### config.mk
export PLATFORM = sky130hd
export DESIGN_NAME = codec_frame_port
export DESIGN_NICKNAME = d
export VERILOG_FILES = /design/src/rtl/codec_frame_port.sv
export SDC_FILE = /design/constraint.sdc
export NUM_CORES = 1
export LEC_CHECK = 0
export BUFFER_PORTS_ARGS = -buffer_cell sky130_fd_sc_hd__buf_2
export CORE_MARGIN = 2
export CORE_UTILIZATION = 54
export CTS_BUF_LIST = sky130_fd_sc_hd__clkbuf_4 sky130_fd_sc_hd__clkbuf_8
export CTS_CLUSTER_DIAMETER = 40
export DETAILED_ROUTE_END_ITERATION = 6
export PLACE_DENSITY = 0.79
export REMOVE_ABC_BUFFERS = 1
export SYNTH_ARGS = -nofsm -noshare
export SYNTH_HDL_FRONTEND = slang
export SYNTH_SLANG_ARGS = --single-unit
### constraint.sdc
create_clock -name clk -period 2.9 [get_ports clk]
set_clock_uncertainty 0.15 [all_clocks]
set_input_delay 0 -clock clk [delete_from_list [all_inputs] [get_ports clk]]
set_output_delay 0 -clock clk [all_outputs]
set_load 0.01 [all_outputs]
### src/rtl/codec_frame_port.sv
module codec_frame_port #(
  parameter int NORM_LEN = 128,
  parameter int FAST_LEN = 256,
  parameter int CTL_W    = 16,
  parameter int SMP_W    = 24
) (
  input  logic             clk,
  input  logic             rst_n,
  input  logic             sclk_en,
  input  logic             cfg_mixed,
  input  logic             cfg_wide,
  input  logic             cfg_s24,
  input  logic             cfg_fast,
  input  logic             cfg_mfs,
  input  logic [CTL_W-1:0] ctl_data,
  input  logic             ctl_valid,
  input  logic [SMP_W-1:0] dac_data,
  input  logic             dac_valid,
  output logic             fs_out,
  output logic             sd_out,
  input  logic             sd_in,
  output logic [CTL_W-1:0] sts_data,
  output logic             sts_valid,
  output logic [SMP_W-1:0] adc_data,
  output logic             adc_valid,
  input  logic             adc_rd,
  output logic             overrun
);
  localparam int CW = $clog2(FAST_LEN);
  localparam int IW = $clog2(SMP_W);

  logic [CW-1:0]    cnt;
  logic             m_q, w_q, s_q, f_q, mf_q;
  logic [CTL_W-1:0] ctl_q, ctl_p, sts_sr;
  logic             ctl_pv;
  logic [SMP_W-1:0] dac_q, dac_p, rx_sr;

  wire [CW-1:0] last = f_q ? CW'(FAST_LEN - 1) : CW'(NORM_LEN - 1);
  wire [CW-1:0] grid = w_q ? CW'(2 * CTL_W) : CW'(CTL_W);
  wire [CW-1:0] woff = m_q ? grid : '0;
  wire [CW-1:0] slen = s_q ? CW'(SMP_W) : CW'(CTL_W);
  wire [CW-1:0] rel  = cnt - woff;
  wire [CW-1:0] didx = slen - CW'(1) - rel;
  wire [CW-1:0] cidx = CW'(CTL_W - 1) - cnt;

  wire in_ctl   = m_q && (cnt < CW'(CTL_W));
  wire in_smp   = (cnt >= woff) && (rel < slen);
  wire boundary = sclk_en && (cnt == last);
  wire sts_end  = sclk_en && in_ctl && (cnt == CW'(CTL_W - 1));
  wire smp_end  = sclk_en && in_smp && (rel == slen - CW'(1));
  wire mark     = ((cnt + CW'(1)) & (grid - CW'(1))) == '0;

  assign fs_out = (cnt == last) || (mf_q && mark);
  assign sd_out = in_ctl ? ctl_q[cidx[$clog2(CTL_W)-1:0]] :
                  in_smp ? dac_q[didx[IW-1:0]] : 1'b0;

  wire [SMP_W-1:0] rx_next = {rx_sr[SMP_W-2:0], sd_in};
  wire [CTL_W-1:0] st_next = {sts_sr[CTL_W-2:0], sd_in};

  always_ff @(posedge clk or negedge rst_n) begin
    if (!rst_n) begin
      cnt <= CW'(NORM_LEN - 1);
      {m_q, w_q, s_q, f_q, mf_q} <= '0;
      ctl_q <= '0;
      dac_q <= '0;
    end else if (sclk_en) begin
      cnt <= boundary ? '0 : cnt + CW'(1);
      if (boundary) begin
        {m_q, w_q, s_q, f_q, mf_q} <= {cfg_mixed, cfg_wide, cfg_s24, cfg_fast, cfg_mfs};
        ctl_q <= ctl_pv ? ctl_p : '0;
        dac_q <= dac_p;
      end
    end
  end

  always_ff @(posedge clk or negedge rst_n) begin
    if (!rst_n) begin
      ctl_p  <= '0;
      ctl_pv <= 1'b0;
      dac_p  <= '0;
    end else begin
      if (ctl_valid) begin
        ctl_p  <= ctl_data;
        ctl_pv <= 1'b1;
      end else if (boundary) begin
        ctl_pv <= 1'b0;
      end
      if (dac_valid) dac_p <= dac_data;
    end
  end

  always_ff @(posedge clk or negedge rst_n) begin
    if (!rst_n) begin
      sts_sr    <= '0;
      rx_sr     <= '0;
      sts_data  <= '0;
      sts_valid <= 1'b0;
      adc_data  <= '0;
      adc_valid <= 1'b0;
      overrun   <= 1'b0;
    end else begin
      sts_valid <= sts_end;
      if (sclk_en && in_ctl) sts_sr <= st_next;
      if (sts_end) sts_data <= st_next;
      if (sclk_en && in_smp) rx_sr <= rx_next;
      if (smp_end) begin
        adc_data  <= s_q ? rx_next : {{(SMP_W-CTL_W){1'b0}}, rx_next[CTL_W-1:0]};
        adc_valid <= 1'b1;
        if (adc_valid && !adc_rd) overrun <= 1'b1;
      end else if (adc_rd) begin
        adc_valid <= 1'b0;
      end
    end
  end


  frame_wrap_chk: assert property (@(posedge clk) disable iff (!rst_n)
    boundary |=> (cnt == '0 && !fs_out));

  adc_hold_chk: assert property (@(posedge clk) disable iff (!rst_n)
    (adc_valid && !adc_rd && !smp_end) |=> (adc_valid && $stable(adc_data)));

  overrun_sticky_chk: assert property (@(posedge clk) disable iff (!rst_n)
    overrun |=> overrun);

  sts_mode_chk: assert property (@(posedge clk) disable iff (!rst_n)
    sts_valid |-> m_q);

  ctl_zero_chk: assert property (@(posedge clk) disable iff (!rst_n)
    (boundary && !ctl_pv) |=> (ctl_q == '0));
endmodule

**After elaboration in Yosys (flattened, before gate mapping)**

Index checks and enable logic that the tools add are counted.

- Add/subtract/negate cells: 6
- Bitwise logic cells: 1
- Equal/unequal tests: 3
- Div/mod/pow operators: 0
- $mul: 0
- Mux-type cells: 17
- Reductions and logical operators: 16
- Shifts and indexed selects: 0
- Magnitude comparators: 5

Operator list:

| kind | number |
|---|---|
| 24-bit 2-to-1 mux | 1 |
| 8-bit equality test | 2 |
| 16-bit 2-to-1 mux | 1 |
| 8-bit 2-to-1 mux | 2 |
| 6-bit 2-to-1 mux | 2 |
| 1-bit logical AND | 9 |
| 8-bit by 1-bit adder with 8-bit output (second input constant) | 1 |
| 8-bit bitwise AND | 1 |
| 8-bit by 4-bit equality test with 1-bit output (second input constant) | 1 |
| 8-bit by 6-bit >= comparator with 1-bit output | 1 |
| 8-bit zero test | 1 |
| 8-bit by 5-bit less-than comparator with 1-bit output | 1 |
| 8-bit by 5-bit less-than comparator with 1-bit output (second input constant) | 1 |
| 1-bit 2-to-1 mux | 8 |
| 8-bit by 6-bit subtractor with 8-bit output | 1 |
| 6-bit by 1-bit subtractor with 7-bit output (second input constant) | 1 |
| 5-bit by 6-bit less-than comparator with 1-bit output (second input constant) | 1 |
| 5-bit by 1-bit subtractor with 6-bit output (second input constant) | 1 |
| 1-bit binary-select mux with 5-bit select | 1 |
| 4-bit by 5-bit less-than comparator with 1-bit output (second input constant) | 1 |
| 5-bit subtractor | 1 |
| 1-bit binary-select mux with 4-bit select | 1 |
| 4-bit 2-to-1 mux | 1 |
| 2-bit AND reduction | 2 |
| other kinds (4) | 5 |

- Register bits after elaboration: 175
- Latch bits: 0
- Bits in writable memories: 0
- Output and inout bits: 45
- Logic and storage cells: 66
- Bits in read-only memories: 0
- Memories: 0

**Logic depth before layout (Yosys ltp)**

- Depth in word-level cells: 8
- Depth in mapped cells: 10
- Gate-level depth less buffers: 8

**Least setup slack after synthesis**

Ideal clock, no wire load.

- Path type: reg2reg
- Start: register cnt[4]
- End: register adc_data[10]
- Path buffers: 2
- Stages on the path, launching flop included: 11
- Path slack: 57 ps
- Data required time: 2625 ps
- Arrival time: 2568 ps
- Cell sequence: dfstp_2 -> inv_1 -> ha_1 -> fa_1 -> xnor2_1 -> o211ai_1 -> nor4b_4 -> and2_1 -> buf_6 -> buf_12 -> mux2_4

- Longest elaborated chain between the ends: 5
- Elaborated cells on any way between the ends: 7

RTL lines:

| what | RTL line | source |
|---|---|---|
| from (decl) | 32 | `logic [CW-1:0] cnt;` |
| from (signal assigned) | 62 | `cnt <= CW'(NORM_LEN - 1);` |
| from (signal assigned) | 67 | `cnt <= boundary ? '0 : cnt + CW'(1);` |
| 8-bit by 6-bit subtractor with 8-bit output | 42 | `wire [CW-1:0] rel = cnt - woff;` |
| 8-bit by 5-bit less-than comparator with 1-bit output | 47 | `wire in_smp = (cnt >= woff) && (rel < slen);` |
| 1-bit logical AND | 47 |  |
| 1-bit logical AND | 50 | `wire smp_end = sclk_en && in_smp && (rel == slen - CW'(1));` |
| 1-bit logical AND (*) | 50 |  |
| to (signal assigned) | 107 | `adc_data <= s_q ? rx_next : {{(SMP_W-CTL_W){1'b0}}, rx_next[CTL_W-1:0]};` |
| to (decl) | 24 | `output logic [SMP_W-1:0] adc_data,` |

Every way passes the cells marked *; elsewhere a longest branch is shown, timed or not.
A chain may end at the register's enable or synchronous reset.

**Worst setup path after layout**

- Start: register cnt[4]
- End: register rx_sr[8]

- Longest elaborated chain between the ends: 4
- Elaborated cells on any way between the ends: 5

RTL lines:

| what | RTL line | source |
|---|---|---|
| 8-bit by 6-bit subtractor with 8-bit output | 42 |  |
| 8-bit by 5-bit less-than comparator with 1-bit output | 47 |  |
| 1-bit logical AND (*) | 47 |  |
| 1-bit logical AND (*) | 105 | `if (sclk_en && in_smp) rx_sr <= rx_next;` |
| to (signal assigned) | 105 |  |
| to (decl) | 36 | `logic [SMP_W-1:0] dac_q, dac_p, rx_sr;` |

Marks and branches as above.

==> flow_metrics.env <==
export IMPL_synth_seq_cells=175
export IMPL_die_area_um2=14530
export IMPL_ant_nets=0
export IMPL_num_io_pins=97
export IMPL_dr_pass1_iters=6
export IMPL_seq_area_um2=4388
export IMPL_die_x_um=120.5
export IMPL_hpwl_um=8916
export IMPL_netlist_area_um2=7332
export IMPL_fillers=973
export IMPL_status="finished clean"
export IMPL_antenna_found_initial=0
export IMPL_finalMaxSlewViolations=0
export IMPL_grt_pass1_wl_um=25700
export IMPL_multiInputGateArea_um2=2744
export IMPL_rows=42
export IMPL_wl_um=15250
export IMPL_clk_root_buffer_cell="clkbuf_8"
export IMPL_wl_per_cell_um=15.82
export IMPL_crit_path_end_kind="register"
export IMPL_via_count=4962
export IMPL_syn2layout_area_growth_pct=28.84
export IMPL_synthTopCellsByArea="dfrtp_1, mux2_2, nand2_1, dfstp_2, mux4_2"
export IMPL_cts_buffers=17
export IMPL_pre_cts_ws_ps=33.67
export IMPL_yosysTopAreaCell="dfrtp_1"
export IMPL_syn_area_per_cell_um2=12.53
export IMPL_max_vdd_ir_drop_mv=0.4080
export IMPL_tritoncts="done"
export IMPL_core_area_um2=13240
export IMPL_synth_top_area_share_pct=57.34
export IMPL_cts_max_level=4
export IMPL_synth_ff_type="dfrtp_1"
export IMPL_max_cap_violations=0
export IMPL_cp_max_fo=23
export IMPL_syn_instance_count=585
export IMPL_hold_viol=0
export IMPL_start_kind="register"
export IMPL_gr_total_overflow=0
export IMPL_antenna_cells=0
export IMPL_ys_types=39
export IMPL_finalSetupViolCount=0
export IMPL_power_density_nw_per_um2=656.8
export IMPL_io_buffers=96
export IMPL_critPathKind="register to register"
export IMPL_insertion_delay_ps=460
export IMPL_synth_edf_count=0
export IMPL_drc=0
export IMPL_path_clk_slew_ps=80
export IMPL_async_reset_ff_share_pct=100.0
export IMPL_clockBufferDepth=2
export IMPL_min_period_ps=2813
export IMPL_final_cells=964
export IMPL_layout_drive_gt1_share_pct=35.15
export IMPL_fin_crit_sh_pct=97.01
export IMPL_viasPerCell=5.147
export IMPL_grt_pass1_vias=5368
export IMPL_relSlewSlack_pct=46.75
export IMPL_synth_seq_area_share_pct=59.85
export IMPL_rsz0062_at_grt="yes"
export IMPL_max_freq_mhz=355.5
export IMPL_fin_ws_ps=86.78
export IMPL_grt_max_degree=89
export IMPL_initial_utilization_pct=55.37
export IMPL_critPathRequiredTime_ps=3090
export IMPL_die_y_um=120.5
export IMPL_worstMarginPinSlew_ps=798.7
export IMPL_track_usage_pct=22.68
export IMPL_drt_initial_drc_count=366
export IMPL_cts_sinks=175
export IMPL_place_congestion=0.8161
export IMPL_placedCellCount=836
export IMPL_total_power_mw=6.205
export IMPL_p_leak_nw=4.720
export IMPL_fin_setup_tns_ps=0
export IMPL_yosysWarningCount=0
export IMPL_arrival_ps=3000
export IMPL_final_nets=835
export IMPL_holdCritPathClass="input pin to asynchronous set/reset pin"
cells in the mapped netlist, drive strengths merged (3+ instances only):
| cell type | number |
|---|---|
| o21ai | 6 |
| mux4 | 7 |
| nand2 | 139 |
| xnor2 | 7 |
| dfstp | 7 |
| mux2i | 14 |
| nor4 | 3 |
| dfrtp | 168 |
| and2 | 3 |
| mux2 | 110 |
| clkbuf | 18 |
| ha | 7 |
| nor2b | 4 |
| nand4 | 3 |
| nor2 | 10 |
| inv | 19 |
| nand3 | 19 |
| buf | 14 |
| a21oi | 3 |
sequential cells by signal, indices dropped and copies added, names as in the netlist, 8 cells and up:
signal / flops
cnt: 8
ctl_p: 16
adc_data: 24
ctl_q: 16
dac_p: 24
dac_q: 24
rx_sr: 23
sts_sr: 15
sts_data: 16
power breakdown:
group	internal (mW)	switching (mW)	leakage, nW
combinational	0.730	0.607	2.26
clock	0.962	0.834	0.213
sequential	2.80	0.267	2.25
metal layers:
| layer | vias up | part of all wire [%] | track usage, % |
|---|---|---|---|
| met4 | 0 | 2.0 | 8.358 |
| met3 | 26 | 3.6 | 4.953 |
| met1 | 2452 | 42 | 27.71 |
| met2 | 124 | 53 | 39.58 |
| li1 | 2360 | - | - |
| met5 | - | 0 | 0 |
placed cells by master, fill, tap and decap left out, types with 3 or more instances in the layout:
cell type	count
a21oi_1	3
buf_12	3
buf_2	95
buf_4	12
bufinv_16	3
clkbuf_4	4
clkbuf_8	20
clkinvlp_4	3
dfrtp_1	168
dfstp_2	7
dlygate4sd3_1	90
ha_1	6
inv_1	19
mux2_2	100
mux2_4	10
mux2i_1	14
mux4_2	7
nand2_1	139
nand3_1	19
nand4_1	3
nor2_1	9
nor2b_1	4
nor4_1	3
o21ai_0	6
xnor2_1	7
area by class of cell:
class	instances	share of cell area, %
flip-flops and latches	175	46.45
multi-input cells	359	29.05
repair buffers	203	16.81
clock buffers	24	3.232
well taps	176	2.331
clock inverters	8	1.377
inverters	19	0.7550
repair_timing:
action                                  CTS  global route
buffers inserted                          1             3
gates cloned                              0             2
hold buffers                             90             0
pin swaps                                 0             6
hold endpoints to repair                146             0
gates resized for setup                   0             6
endpoints found under the setup margin    1            40
worst paths after layout:
check	endpoint	depth (start not counted)	slack (ps)	start
worst max-delay path	rx_sr[8]$_DFFE_PN0P_	7	90	cnt[4]$_DFFE_PN1P_
worst min-delay path	sts_data[12]$_DFFE_PN0P_	2	30	rst_n
worst max register to register	rx_sr[8]$_DFFE_PN0P_	7	90	cnt[4]$_DFFE_PN1P_
worst min register to register	ctl_q[14]$_DFFE_PN0P_	2	320	ctl_q[14]$_DFFE_PN0P_
max in group asynchronous	cnt[2]$_DFFE_PN1P_	3	1680	rst_n
min in group clk	mf_q$_DFFE_PN0P_	4	130	cfg_mfs
kinds of logic after synthesis:
family | Yosys count | synth area share (%)
flip-flops | 175 | 59.85
multiplexers | 131 | 21.47
adder cells (fa/ha/maj) | 8 | 1.468
AND/OR/NAND/NOR | 187 | 10.75
buffers and inverters | 51 | 3.157
XOR/XNOR | 9 | 1.075
AO/OA/AOI/OAI | 24 | 2.236
metrics by stage:
stage / cell area [µm²] / utilization [%] / hold WS [ps]
after floorplan: 7172 / - / -445.6
after global placement: 8006 / 60.46 / -51.46
after detailed placement: 8006 / 60.46 / -28.56
after CTS: 9350 / 70.61 / 34.17
after global routing: 9447 / 71.33 / 82.02
final: 9447 / 71.33 / 25.49
worst max-delay path, stage by stage, from the launching register on:
cell	delay [ps]
dfstp_2	540
inv_1	80
ha_4	180
fa_2	530
o211ai_1	160
nor4b_4	320
buf_4	340
mux2_2	390
Note: power is estimated with default switching activity, not from simulation.
